`src/rtl/sar_ser_pkg.sv`:
```
package sar_ser_pkg;

    typedef enum logic [2:0] {
        ST_IDLE,
        ST_ADDR,
        ST_SETTLE,
        ST_CONV,
        ST_REPLAY,
        ST_TAIL
    } seq_st_t;

    typedef enum logic [1:0] {
        DO_KEEP,
        DO_ZERO,
        DO_BIT,
        DO_SHIFT
    } dout_cmd_t;

    typedef struct packed {
        logic rise;
        logic fall;
    } sclk_ev_t;

    function automatic logic [31:0] top_bit_mask(input int width);
        return 32'd1 << (width - 1);
    endfunction

endpackage

```
`src/rtl/sar_sclk_edge.sv`:
```
module sar_sclk_edge
    import sar_ser_pkg::*;
(
    input  logic     clk,
    input  logic     rst,
    input  logic     sclk,
    output sclk_ev_t ev
);
    logic sclk_q;

    always_ff @(posedge clk) begin
        if (rst) sclk_q <= 1'b0;
        else     sclk_q <= sclk;
    end

    assign ev.rise = sclk & ~sclk_q;
    assign ev.fall = ~sclk & sclk_q;
endmodule

```
`src/rtl/sar_approx.sv`:
```
module sar_approx
    import sar_ser_pkg::*;
#(
    parameter int RES_W = 8,
    localparam int IDX_W = $clog2(RES_W)
) (
    input  logic             clk,
    input  logic             clr,
    input  logic             load,
    input  logic             step,
    input  logic             comp,
    input  logic [IDX_W-1:0] idx,
    output logic [RES_W-1:0] trial
);
    localparam logic [RES_W-1:0] FIRST_TRIAL = RES_W'(top_bit_mask(RES_W));

    logic [RES_W-1:0] trial_nxt;

    always_comb begin
        trial_nxt = trial;
        for (int i = 0; i < RES_W; i++) begin
            if (i == int'(idx))
                trial_nxt[i] = comp;
            else if (idx != '0 && i == int'(idx) - 1)
                trial_nxt[i] = 1'b1;
        end
    end

    always_ff @(posedge clk) begin
        if (clr)       trial <= '0;
        else if (load) trial <= FIRST_TRIAL;
        else if (step) trial <= trial_nxt;
    end

    // a rejected trial bit never survives the step that decides it
    p_reject_clears_r4: assert property (@(posedge clk) disable iff (clr)
        (step && !comp && idx == IDX_W'(RES_W-1)) |=> !trial[RES_W-1]);
endmodule

```
`src/rtl/sar_dout_shift.sv`:
```
module sar_dout_shift
    import sar_ser_pkg::*;
#(
    parameter int RES_W = 8
) (
    input  logic      clk,
    input  logic      clr,
    input  dout_cmd_t cmd,
    input  logic      bit_in,
    output logic      dout,
    output logic      dout_oe
);
    logic [RES_W-1:0] rep;

    always_ff @(posedge clk) begin
        if (clr) begin
            rep     <= '0;
            dout    <= 1'b0;
            dout_oe <= 1'b0;
        end else begin
            unique case (cmd)
                DO_ZERO: begin
                    dout    <= 1'b0;
                    dout_oe <= 1'b1;
                end
                DO_BIT: begin
                    dout    <= bit_in;
                    dout_oe <= 1'b1;
                    rep     <= {rep[RES_W-2:0], bit_in};
                end
                DO_SHIFT: begin
                    dout <= rep[1];
                    rep  <= rep >> 1;
                end
                default: ;
            endcase
        end
    end

    // playback only happens on a line that is already driven
    p_shift_driven_r7: assert property (@(posedge clk) disable iff (clr)
        (cmd == DO_SHIFT) |-> dout_oe);
endmodule

```
`src/rtl/sar_serial_ctl.sv`:
```
module sar_serial_ctl
    import sar_ser_pkg::*;
#(
    parameter int RES_W  = 8,
    parameter int ADDR_W = 4,
    parameter bit USE_SE = 1'b1
) (
    input  logic              clk,
    input  logic              rst,
    input  logic              cs_n,
    input  logic              sclk,
    input  logic              din,
    input  logic              comp,
    input  logic              lsb_hold,
    output logic [RES_W-1:0]  trial_code,
    output logic [ADDR_W-1:0] mux_addr,
    output logic              busy,
    output logic              dout,
    output logic              dout_oe
);
    localparam int IDX_W = $clog2(RES_W);
    localparam int CNT_W = $clog2(ADDR_W);
    localparam logic [CNT_W-1:0] ACNT_LAST = CNT_W'(ADDR_W - 1);
    localparam logic [IDX_W-1:0] IDX_TOP   = IDX_W'(RES_W - 1);

    seq_st_t          st;
    sclk_ev_t         ev;
    dout_cmd_t        cmd;
    logic [CNT_W-1:0] acnt;
    logic [IDX_W-1:0] idx;
    logic [IDX_W-1:0] rcnt;
    logic             clr, addr_done, step, adv, rep_ev;

    assign clr       = rst | cs_n;
    assign addr_done = (st == ST_ADDR) && ev.rise && (acnt == ACNT_LAST);
    assign step      = (st == ST_CONV) && ev.fall;
    assign adv       = !lsb_hold || !USE_SE;
    assign rep_ev    = (st == ST_REPLAY) && ev.fall && adv;

    always_comb begin
        cmd = DO_KEEP;
        if (addr_done)   cmd = DO_ZERO;
        else if (step)   cmd = DO_BIT;
        else if (rep_ev) cmd = (rcnt == '0) ? DO_ZERO : DO_SHIFT;
    end

    sar_sclk_edge u_edge (
        .clk  (clk),
        .rst  (clr),
        .sclk (sclk),
        .ev   (ev)
    );

    sar_approx #(.RES_W(RES_W)) u_approx (
        .clk   (clk),
        .clr   (clr),
        .load  (addr_done),
        .step  (step),
        .comp  (comp),
        .idx   (idx),
        .trial (trial_code)
    );

    sar_dout_shift #(.RES_W(RES_W)) u_dout (
        .clk     (clk),
        .clr     (clr),
        .cmd     (cmd),
        .bit_in  (comp),
        .dout    (dout),
        .dout_oe (dout_oe)
    );

    always_ff @(posedge clk) begin
        if (clr) begin
            st       <= ST_IDLE;
            acnt     <= '0;
            idx      <= '0;
            rcnt     <= '0;
            mux_addr <= '0;
            busy     <= 1'b0;
        end else begin
            unique case (st)
                ST_IDLE: if (ev.rise && din) begin
                    st   <= ST_ADDR;
                    acnt <= '0;
                end
                ST_ADDR: if (ev.rise) begin
                    mux_addr <= {mux_addr[ADDR_W-2:0], din};
                    if (acnt == ACNT_LAST) begin
                        st   <= ST_SETTLE;
                        busy <= 1'b1;
                    end else begin
                        acnt <= acnt + 1'b1;
                    end
                end
                ST_SETTLE: if (ev.rise) begin
                    st  <= ST_CONV;
                    idx <= IDX_TOP;
                end
                ST_CONV: if (ev.fall) begin
                    if (idx == '0) begin
                        st   <= ST_REPLAY;
                        busy <= 1'b0;
                        rcnt <= IDX_TOP;
                    end else begin
                        idx <= idx - 1'b1;
                    end
                end
                ST_REPLAY: if (rep_ev) begin
                    if (rcnt == '0) st <= ST_TAIL;
                    else            rcnt <= rcnt - 1'b1;
                end
                default: ;
            endcase
        end
    end

    // select high clears every visible output by the next clock
    p_cs_clears_r11: assert property (@(posedge clk) disable iff (rst)
        cs_n |=> (!dout_oe && !busy && trial_code == '0 && mux_addr == '0));

    // a running conversion always drives data-out
    p_busy_drives_r3: assert property (@(posedge clk) disable iff (rst)
        busy |-> dout_oe);

    // the search starts from the mid-scale code
    p_first_trial_r4: assert property (@(posedge clk) disable iff (rst)
        $rose(busy) |-> trial_code == RES_W'(top_bit_mask(RES_W)));

    // the channel word is frozen for the whole conversion
    p_addr_hold_r2: assert property (@(posedge clk) disable iff (rst || cs_n)
        (busy && $past(busy)) |-> $stable(mux_addr));

    // no drive on data-out before a start bit
    p_idle_quiet_r1: assert property (@(posedge clk) disable iff (rst)
        (st == ST_IDLE) |-> (!dout_oe && !busy));
endmodule

```
`config.mk`:
```
export PLATFORM = sky130hd
export DESIGN_NAME = sar_serial_ctl
export DESIGN_NICKNAME = d
export VERILOG_FILES = /design/src/rtl/sar_ser_pkg.sv /design/src/rtl/sar_sclk_edge.sv /design/src/rtl/sar_approx.sv /design/src/rtl/sar_dout_shift.sv /design/src/rtl/sar_serial_ctl.sv
export SDC_FILE = /design/constraint.sdc
export NUM_CORES = 1
export LEC_CHECK = 0
export ABC_AREA = 0
export BUFFER_PORTS_ARGS = -buffer_cell sky130_fd_sc_hd__buf_4
export CAP_MARGIN = 20
export CORE_ASPECT_RATIO = 0.7
export CORE_MARGIN = 2
export CORE_UTILIZATION = 57
export DETAILED_ROUTE_END_ITERATION = 10
export PLACE_DENSITY = 0.87
export SLEW_MARGIN = 5
export SYNTH_ARGS = -nofsm -noshare
export SYNTH_HDL_FRONTEND = slang
export SYNTH_SLANG_ARGS = --single-unit
```
`constraint.sdc`:
```
create_clock -name clk -period 2.91 [get_ports clk]
set_input_delay 0.582 -clock clk [delete_from_list [all_inputs] [get_ports clk]]
set_output_delay 0.582 -clock clk [all_outputs]
set_load 0.01 [all_outputs]
```
==> results of run 1 <==
==> kinds of logic after synthesis <==
family                   Yosys count  synth area share, %
AND/OR/NAND/NOR                   71                 20.5
AO/OA/AOI/OAI                     65                 23.1
flip-flops                        35                 36.7
buffers and inverters             25                 6.49
adder cells (fa/ha/maj)           12                 7.87
multiplexers                      10                 5.31
==> registers in the layout, summed over array words and instances, names as in the netlist <==
register and flops:
u_dout.dout_oe 1, mux_addr 4, acnt 2, u_edge.sclk_q 1, u_dout.rep 8, busy 1
st 3, rcnt 3, u_dout.dout 1, u_approx.trial 8, idx 3
==> power groups by stage <==
stage	Sequential, mW	Clock, mW	Combinational (mW)
6_report	0.483	0.450	0.0393
5_1_grt	0.483	0.480	0.0429
4_1_cts	0.483	0.458	0.0391
3_5_place_dp	0.494	0	0.0387
3_3_place_gp	0.494	0	0.0381
2_1_floorplan	0.492	0	0.0265
==> cells in the mapped netlist (all sizes together) <==
cell type	count	area, sq um
a211o	1	8.76
a211oi	11	82.6
a21o	1	7.51
a21oi	23	119
a221oi	2	17.5
a22oi	1	7.51
a311oi	2	17.5
a31o	2	17.5
a31oi	3	18.8
a32o	3	30.0
and2	2	12.5
and2b	1	10.0
and3	1	6.26
buf	8	60.1
clkbuf	4	15.0
dfxtp	35	701
ha	12	150
inv	13	48.8
mux2	1	11.3
mux2i	9	90.1
nand2	15	58.8
nand2b	4	25.0
nand3	7	40.0
nand3b	1	7.51
nand4	1	6.26
nand4b	1	15.0
nor2	22	82.6
nor2b	2	15.0
nor3	5	30.0
nor3b	4	50.1
o2111a	1	11.3
o21a	3	22.5
o21ai	6	30.0
o21bai	2	15.0
o2bb2ai	2	17.5
o32ai	2	17.5
or2	3	18.8
or2b	1	7.51
or3	1	6.26
==> cell usage in the layout (no fill, tap or decap), types with 3 or more instances in the layout <==
cell / netlist / layout
dfxtp_1: 35 / 35
buf_4: 1 / 23
nor2_1: 22 / 22
a21oi_1: 22 / 22
nand2_1: 14 / 14
inv_1: 13 / 13
ha_1: 12 / 12
a211oi_1: 11 / 11
mux2i_1: 9 / 9
nand3_1: 6 / 6
o21ai_0: 6 / 6
clkbuf_8: 0 / 6
nand2b_1: 4 / 4
nor3b_2: 4 / 4
nor3_1: 4 / 4
o21a_1: 3 / 3
a31oi_1: 3 / 3
a32o_1: 3 / 3
==> routing by layer <==
metal / share of wire (%) / global-route usage (%)
met5: 0 / 0
met1: 50 / 33.5
met4: 0.55 / 7.10
met3: 7.8 / 8.65
met2: 42 / 31.5
==> how the worst max path moves through the flow <==
stage	end	slack, ps	cells after the start
CTS	u_dout.rep[0]	520	8
floorplan	u_dout.rep[0]	500	9
finish	u_dout.rep[0]	480	8
detailed placement	u_dout.rep[0]	370	8
global placement	u_dout.rep[0]	440	8
global route	u_dout.dout	320	10
==> cell type report <==
| type | instances | area, sq um |
|---|---|---|
| well taps | 38 | 47.5 |
| inverters | 13 | 48.8 |
| multi-input cells | 158 | 1080 |
| flip-flops and latches | 35 | 701 |
| clock inverters | 2 | 35.0 |
| fillers | 263 | 998 |
| repair buffers | 23 | 173 |
| clock buffers | 6 | 82.6 |
==> stage by stage <==
stage / area, sq um / std cells / hold slack, ps
floorplan: 1910 / 218 / 432
global placement: 2050 / 267 / 442
detailed placement: 2050 / 267 / 446
CTS: 2170 / 275 / 457
global route: 2170 / 275 / 473
finish: 2170 / 275 / 454
==> worst max-delay path, delay by kind of cell, from the launching register on <==
kind	cells	cell delay, ps
AO/OA/AOI/OAI	3	460
adder cells (fa/ha/maj)	1	280
flip-flops	1	580
AND/OR/NAND/NOR	4	1000
==> flow_summary_export.csv, run 1 <==
group,metric,value,unit
final_layout,nets,255,
global_routing,grtUsageTotal,23.2,%
route,finalWirelength,4.02,mm
power,netSwitchingFraction,20.4,%
global_routing,grt_first_pass_wirelength,6.68,mm
critical_path,rr_startpoint,"st[0]",
global_routing,grt_max_degree,26,
clock_tree,clock-root-buffer,"clkbuf_8",
die,top_level_ports,22,
yosys,avgSynthCellArea,8.75,sq um
clock_tree,clock_latency,290,ps
die,die_w,73.2,microns
die,die_area,0.00383,sq mm
yosys,syn_inst,218,
route,drt_iter0_drc,187,
clock_tree,postCtsSetupRepairBufs,0,
worst_hold_path,min_delay_path_depth,2,
critical_path,rr_worst_depth,8,
final_layout,areaGrowthSynthToFinish,13.8,%
clock_tree,hold_buffers,0,
route,wl_per_cell,14.6,microns
timing,worst_slack,479,ps
clock_tree,path_clk_slew,70,ps
yosys,synth_cell_types,49,
timing,maxSlewViolCount,0,
critical_path,path_class,"reg2reg",
critical_path,critical_path_arrival,2610,ps
outcome,outcome,"completed",
critical_path,cpPeakStageDelay,580,ps
clock_tree,cts_buffers,5,
timing,maxSlewHeadroom,59.3,%
power,p_per_area,448,mW/mm^2
die,rows,17,
critical_path,path_max_fanout,12,
placement,gp_congestion,0.867,
power,power,972,uW
flow_run,cap_violations,0,
placement,pre_cts_ws,369,ps
critical_path,path_cells,"nand2b_1 -> nor2_1 -> nand4b_2 -> o21a_1 -> ha_1 -> or2_2 -> o21ai_0 -> a21oi_1",
die,die_h,52.4,microns
die,start_util,60.2,%
timing,clock_skew,5.95,ps
timing,fin_crit,2430,ps
route,drc_errors,0,
placement,hpwl,2.88,mm
route,dr.pass1.iters,4,
route,drtAntennaViolNets,0,
critical_path,r2r_slack,480,ps
critical_path,required,3090,ps
critical_path,startpoint,"st[0]",
global_routing,grt_remaining_overflow,0,
final_layout,final_util,68.5,%
clock_tree,cts_max_level,2,
power,p_int,774,uW
clock_tree,cts_tree,"built",
power,p_clk_share,46.3,%
timing,fmax,411,MHz
timing,setup_violations,0,
yosys,synth_seq_cells,35,
route,vias_per_cell,5.87,
power,seqPwrFrac,49.7,%
placement,portBuffers,21,
critical_path,cp_slowest_cell,"dfxtp_1",
power,p_sw,198,uW
critical_path,endpoint_kind,"register",
clock_tree,post_cts_resized,0,
yosys,syn_area,0.00191,sq mm
timing,tightest_slew,609,ps
timing,fin_crit_sh,83.5,%
die,core,0.00317,sq mm
power,cellLeakagePower,0.807,nW
worst_hold_path,min_from,"u_dout.dout_oe",
route,vias,1613,
timing,hold_viol_final,0,
timing,setup_tns,0,ps
critical_path,setup.worst_path.start_class,"register",
final_layout,antennaDiodeCount,0,
clock_tree,cts_sinks,35,
timing,rsz0062_at_grt,"no",
clock_tree,clockBufferDepth,2,
worst_hold_path,hold_class,"reg2reg",
power,peakVddDrop,0.328,mV
yosys,yosysSeqAreaShare,36.7,%
global_routing,antenna_found_initial,0,
yosys,yosysWarnings,0,
worst_hold_path,worstHoldEndpoint,"u_dout.dout_oe",
global_routing,grt_pass1_vias,1428,
critical_path,r2r-end,"u_dout.rep[0]",
power,pwr-share-comb,4.0,%
final_layout,drive_gt1_share,19.4,%
yosys,synth_nets,237,
Power figures use the tool's default switching activity.
==> run 2, diff against run 1 <==
clock period = 2.5 ns   (was 2.91 ns; I/O delays follow)
==> run 2 against run 1 <==
Routed wire length increased by 4.4%. Die area unchanged. Critical path depth stayed put. Sequential power is 16% higher. Largest power group unchanged. Non-clock buffer count is 5 higher. Total power rose by 8.3%. First-iteration DRC count fell by 4.3%. Register-to-register slack got worse by 110 ps. Clock-buffer cell count increased by 2. Combinational power increased by 21%. Fmax up 14%.
==> flow_summary_export.csv, run 2 (synthesis gave the netlist of run 1 again) <==
group,metric,value,unit
critical_path,endpoint_kind,"register",
flow_run,cap_violations,0,
critical_path,cpPeakStageDelay,400,ps
final_layout,fillCellCount,260,
critical_path,crit_cells,8,
timing,maxSlewViolCount,0,
clock_tree,cts_sinks,35,
route,drtAntennaViolNets,0,
global_routing,grt_max_degree,26,
critical_path,r2r-end,"u_dout.rep[0]",
final_layout,areaGrowthSynthToFinish,14.8,%
critical_path,crit_end,"u_dout.rep[0]",
global_routing,grt_first_pass_wirelength,7.25,mm
route,wl_per_cell,15.0,microns
critical_path,r2r_slack,370,ps
clock_tree,clock-root-buffer,"clkbuf_8",
timing,fmax,470,MHz
final_layout,mostFrequentLayoutCells,"dfxtp_1 (35), buf_4 (28), nor2_1 (22), a21oi_1 (22), nand2_1 (14)",
die,die_h,52.4,microns
critical_path,rr_worst_depth,8,
final_layout,antennaDiodeCount,0,
critical_path,setup.worst_path.start_class,"register",
timing,rsz0062_at_grt,"no",
timing,worst_slack,371,ps
route,vias_per_cell,5.96,
global_routing,grtUsageTotal,25.4,%
global_routing,grt_pass1_vias,1472,
clock_tree,post_cts_resized,0,
clock_tree,path_clk_slew,70,ps
clock_tree,clockBufferDepth,2,
route,finalWirelength,4.20,mm
clock_tree,cts_buffers,5,
outcome,outcome,"completed",
die,die_w,73.2,microns
route,drc_errors,0,
placement,dp_cells,272,
power,cellLeakagePower,0.823,nW
route,dr.pass1.iters,4,
global_routing,antenna_found_initial,0,
timing,setup_tns,0,ps
worst_hold_path,hold_class,"in2reg",
die,rows,17,
clock_tree,hold_buffers,0,
power,p_per_area,480,mW/mm^2
die,core,0.00317,sq mm
final_layout,finalInstanceArea,0.00219,sq mm
timing,setup_violations,0,
power,peakVddDrop,0.326,mV
placement,gp_congestion,0.910,
clock_tree,cts_tree,"built",
critical_path,required,2670,ps
placement,portBuffers,21,
final_layout,nets,260,
final_layout,drive_gt1_share,20.7,%
critical_path,path_class,"reg2reg",
final_layout,final_cell_count_no_fill,280,
timing,fin_crit_sh,85.2,%
clock_tree,clock_latency,290,ps
power,power,1.05,mW
critical_path,path_cells,"nand2b_1 -> nor2_1 -> nand4b_2 -> o21a_1 -> ha_1 -> or2_2 -> o21ai_0 -> a21oi_1",
critical_path,startpoint,"st[2]",
die,start_util,60.2,%
critical_path,critical_path_arrival,2300,ps
clock_tree,postCtsSetupRepairBufs,0,
placement,hpwl,2.91,mm
timing,hold_viol_final,0,
global_routing,grt_remaining_overflow,0,
critical_path,cp_slowest_cell,"dfxtp_1",
placement,placed_cell_area,0.00209,sq mm
route,vias,1670,
route,drt_iter0_drc,179,
timing,maxSlewHeadroom,62.9,%
placement,pre_cts_ws,191,ps
die,top_level_ports,22,
timing,fin_crit,2130,ps
timing,tightest_slew,556,ps
critical_path,rr_startpoint,"st[2]",
clock_tree,cts_max_level,2,
critical_path,crit_family,"simple AND/OR/NAND/NOR gates",
final_layout,layout_commonest_cell,"dfxtp_1",
critical_path,critPathBufInv,0,
critical_path,path_max_fanout,11,
final_layout,top_regs,"u_approx.trial: 8 flops, u_dout.rep: 8 flops, mux_addr: 4 flops",
timing,clock_skew,8.14,ps
die,die_area,0.00383,sq mm
==> run 2: per-stage QoR <==
step / hold WS [ps] / utilization [%]
after floorplan: 432 / -
after global placement: 438 / 66.0
after detailed placement: 443 / 66.0
after CTS: 452 / 69.1
after global routing: 458 / 69.1
final: 447 / 69.1
==> run 2: power breakdown <==
| group | switching [mW] | internal (mW) | total, mW |
|---|---|---|---|
| Combinational | 0.0282 | 0.0193 | 0.0474 |
| Sequential | 0.00249 | 0.559 | 0.561 |
| Clock | 0.192 | 0.251 | 0.444 |
==> run 2: routing by layer <==
| metal | GRT usage, % | up-vias | share of wire, % |
|---|---|---|---|
| met1 | 37.5 | 763 | 50 |
| met2 | 35.0 | 70 | 42 |
| met5 | 0 | - | 0 |
| met3 | 6.54 | 9 | 6.8 |
| li1 | - | 828 | - |
| met4 | 9.26 | 0 | 1.5 |
==> run 2: how the worst min path moves through the flow <==
stage | from | to | slack (ps) | cells after the start
CTS | sclk | u_edge.sclk_q | 450 | 2
detailed placement | u_dout.dout_oe | u_dout.dout_oe | 440 | 2
floorplan | u_dout.rep[7] | u_dout.rep[7] | 430 | 2
finish | sclk | u_edge.sclk_q | 450 | 2
global route | sclk | u_edge.sclk_q | 460 | 2
global placement | u_dout.dout_oe | u_dout.dout_oe | 440 | 2
==> run 2: final cells by class <==
class                      count  area (sq um)  share of cell area, %
clock buffer                   8           100                   4.57
inverter                      13          48.8                   2.23
multi-input combinational    158          1080                   49.5
sequential                    35           701                   32.0
tap                           38          47.5                   2.17
timing repair buffer          28           210                   9.59
==> run 2: worst reg2reg max path: cells and delay by family, from the launching register on <==
kind            cells  cell delay, ps
flops               1             400
compound gates      3             390
simple gates        4             930
fa+ha+maj           1             280
==> run 3, diff against run 2 <==
RECOVER_POWER = 100   (was not set)
==> run 3 against run 2 <==
Combinational power shrank 1%. Total power about the same. Sequential power hardly changed. Critical endpoint is now u_dout.rep[5]. Critical path depth rose by 1. Worst setup slack gained 4.1 ps. Utilization shrank 2.3 points. Hold slack improved by 5.2 ps. Routed wire length rose by 0.19%. Largest cell class unchanged. Global-route usage unchanged. Register-to-register slack is essentially flat. Fmax is 0.19% higher. Clock skew is 2.3 ps lower.
==> flow_summary_export.csv, run 3 (synthesis gave the netlist of run 1 again) <==
group,metric,value,unit
outcome,outcome,"completed",
timing,maxSlewHeadroom,42.8,%
placement,placed_cell_area,0.00209,sq mm
placement,dp_cells,272,
route,vias_per_cell,5.89,
critical_path,critical_path_arrival,2320,ps
final_layout,layout_commonest_cell,"dfxtp_1",
die,core,0.00317,sq mm
timing,fmax,471,MHz
route,drt_iter0_drc,209,
timing,hold_viol_final,0,
clock_tree,postCtsSetupRepairBufs,0,
clock_tree,clock-root-buffer,"clkbuf_8",
placement,hpwl,2.91,mm
global_routing,grt_pass1_vias,1472,
timing,maxSlewViolCount,0,
timing,fin_crit,2130,ps
clock_tree,cts_buffers,5,
global_routing,met3_usage,6.54,%
critical_path,required,2700,ps
worst_hold_path,min_from,"u_dout.dout_oe",
timing,rsz0062_at_grt,"no",
final_layout,areaGrowthSynthToFinish,11.0,%
global_routing,grtUsageTotal,25.4,%
route,drc_errors,0,
timing,fin_crit_sh,85.0,%
critical_path,rr_startpoint,"rcnt[0]",
power,p_per_area,497,mW/mm^2
global_routing,use_met1,37.5,%
route,drtAntennaViolNets,0,
route,finalWirelength,4.21,mm
clock_tree,clockBufferDepth,2,
critical_path,setup.worst_path.start_class,"register",
global_routing,grt_first_pass_wirelength,7.25,mm
critical_path,rr_worst_depth,9,
timing,setup_tns,0,ps
die,die_w,73.2,microns
global_routing,antenna_found_initial,0,
global_routing,grtUsageMet2,35.0,%
clock_tree,cts_max_level,2,
critical_path,path_class,"reg2reg",
route,dr.pass1.iters,4,
worst_hold_path,hold_class,"reg2reg",
critical_path,endpoint_kind,"register",
final_layout,nets,260,
die,rows,17,
placement,gp_congestion,0.910,
final_layout,mostFrequentLayoutCells,"dfxtp_1 (35), nor2_1 (22), a21oi_1 (22), clkbuf_1 (16), nand2_1 (14)",
final_layout,top_regs,"u_approx.trial: 8 flops, u_dout.rep: 8 flops, mux_addr: 4 flops",
worst_hold_path,worstHoldEndpoint,"u_dout.dout_oe",
global_routing,grt_remaining_overflow,0,
timing,clock_skew,5.82,ps
placement,portBuffers,21,
clock_tree,hold_buffers,0,
power,cellLeakagePower,0.752,nW
die,start_util,60.2,%
clock_tree,post_cts_resized,0,
clock_tree,clock_latency,290,ps
route,wl_per_cell,15.0,microns
final_layout,antennaDiodeCount,0,
clock_tree,cts_sinks,35,
global_routing,grt_max_degree,26,
die,die_h,52.4,microns
power,peakVddDrop,0.329,mV
die,top_level_ports,22,
final_layout,final_util,66.8,%
worst_hold_path,min_delay_path_depth,2,
critical_path,path_max_fanout,11,
flow_run,cap_violations,0,
route,vias,1649,
timing,tightest_slew,856,ps
final_layout,final_cell_count_no_fill,280,
final_layout,drive_gt1_share,12.8,%
timing,setup_violations,0,
clock_tree,cts_tree,"built",
global_routing,busiest_layer,"met1",
die,die_area,0.00383,sq mm
critical_path,r2r-end,"u_dout.rep[5]",
critical_path,r2r_slack,370,ps
final_layout,finalInstanceArea,0.00212,sq mm
clock_tree,path_clk_slew,70,ps
[run 3: changes by cell type in the layout (fill, tap and decap cells not counted), sizes merged]
| cell | change |
|---|---|
| buf | -15 |
| clkbuf | +15 |
[run 3: metrics by stage]
stage	setup WS (ps)	power [mW]	hold slack [ps]
global route	106	1.09	467
CTS	395	1.06	452
detailed placement	191	0.620	443
floorplan	176	0.604	432
finish	375	1.05	452
global placement	244	0.619	438
[run 3: cell type report]
type,count,area (sq um)
inverter,13,48.8
multi-input combinational,158,1070
tap,38,47.5
timing repair buffer,28,154
sequential,35,701
clock buffer,8,100
fill,278,1050
[run 3: how the worst max path moves through the flow]
stage	from	end	slack [ps]	cells after the start
finish	rcnt[0]	u_dout.rep[5]	370	9
global route	rcnt[0]	u_dout.rep[3]	110	9
CTS	rcnt[0]	u_dout.rep[5]	390	9
detailed placement	sclk	u_dout.rep[0]	190	8
global placement	sclk	u_dout.rep[0]	240	8
floorplan	sclk	u_dout.rep[0]	180	9
[run 3: routing by layer]
layer | up-vias | part of all wire [%]
met3 | 11 | 6.1
li1 | 827 | -
met2 | 52 | 42
met5 | - | 0
met1 | 759 | 50
met4 | 0 | 1.9
[run 3: where the power goes]
part	internal [mW]	switching [mW]	total (mW)
Sequential	0.559	0.00236	0.561
Combinational	0.0187	0.0280	0.0467
Clock	0.251	0.193	0.444
[run 3: worst max-delay path, stage by stage (launching register included)]
cell	delay (ps)
dfxtp_1	310
inv_1	50
ha_1	190
ha_1	210
nor3_1	250
or2_1	210
ha_1	280
or2_2	260
nor2_1	60
a211oi_1	210
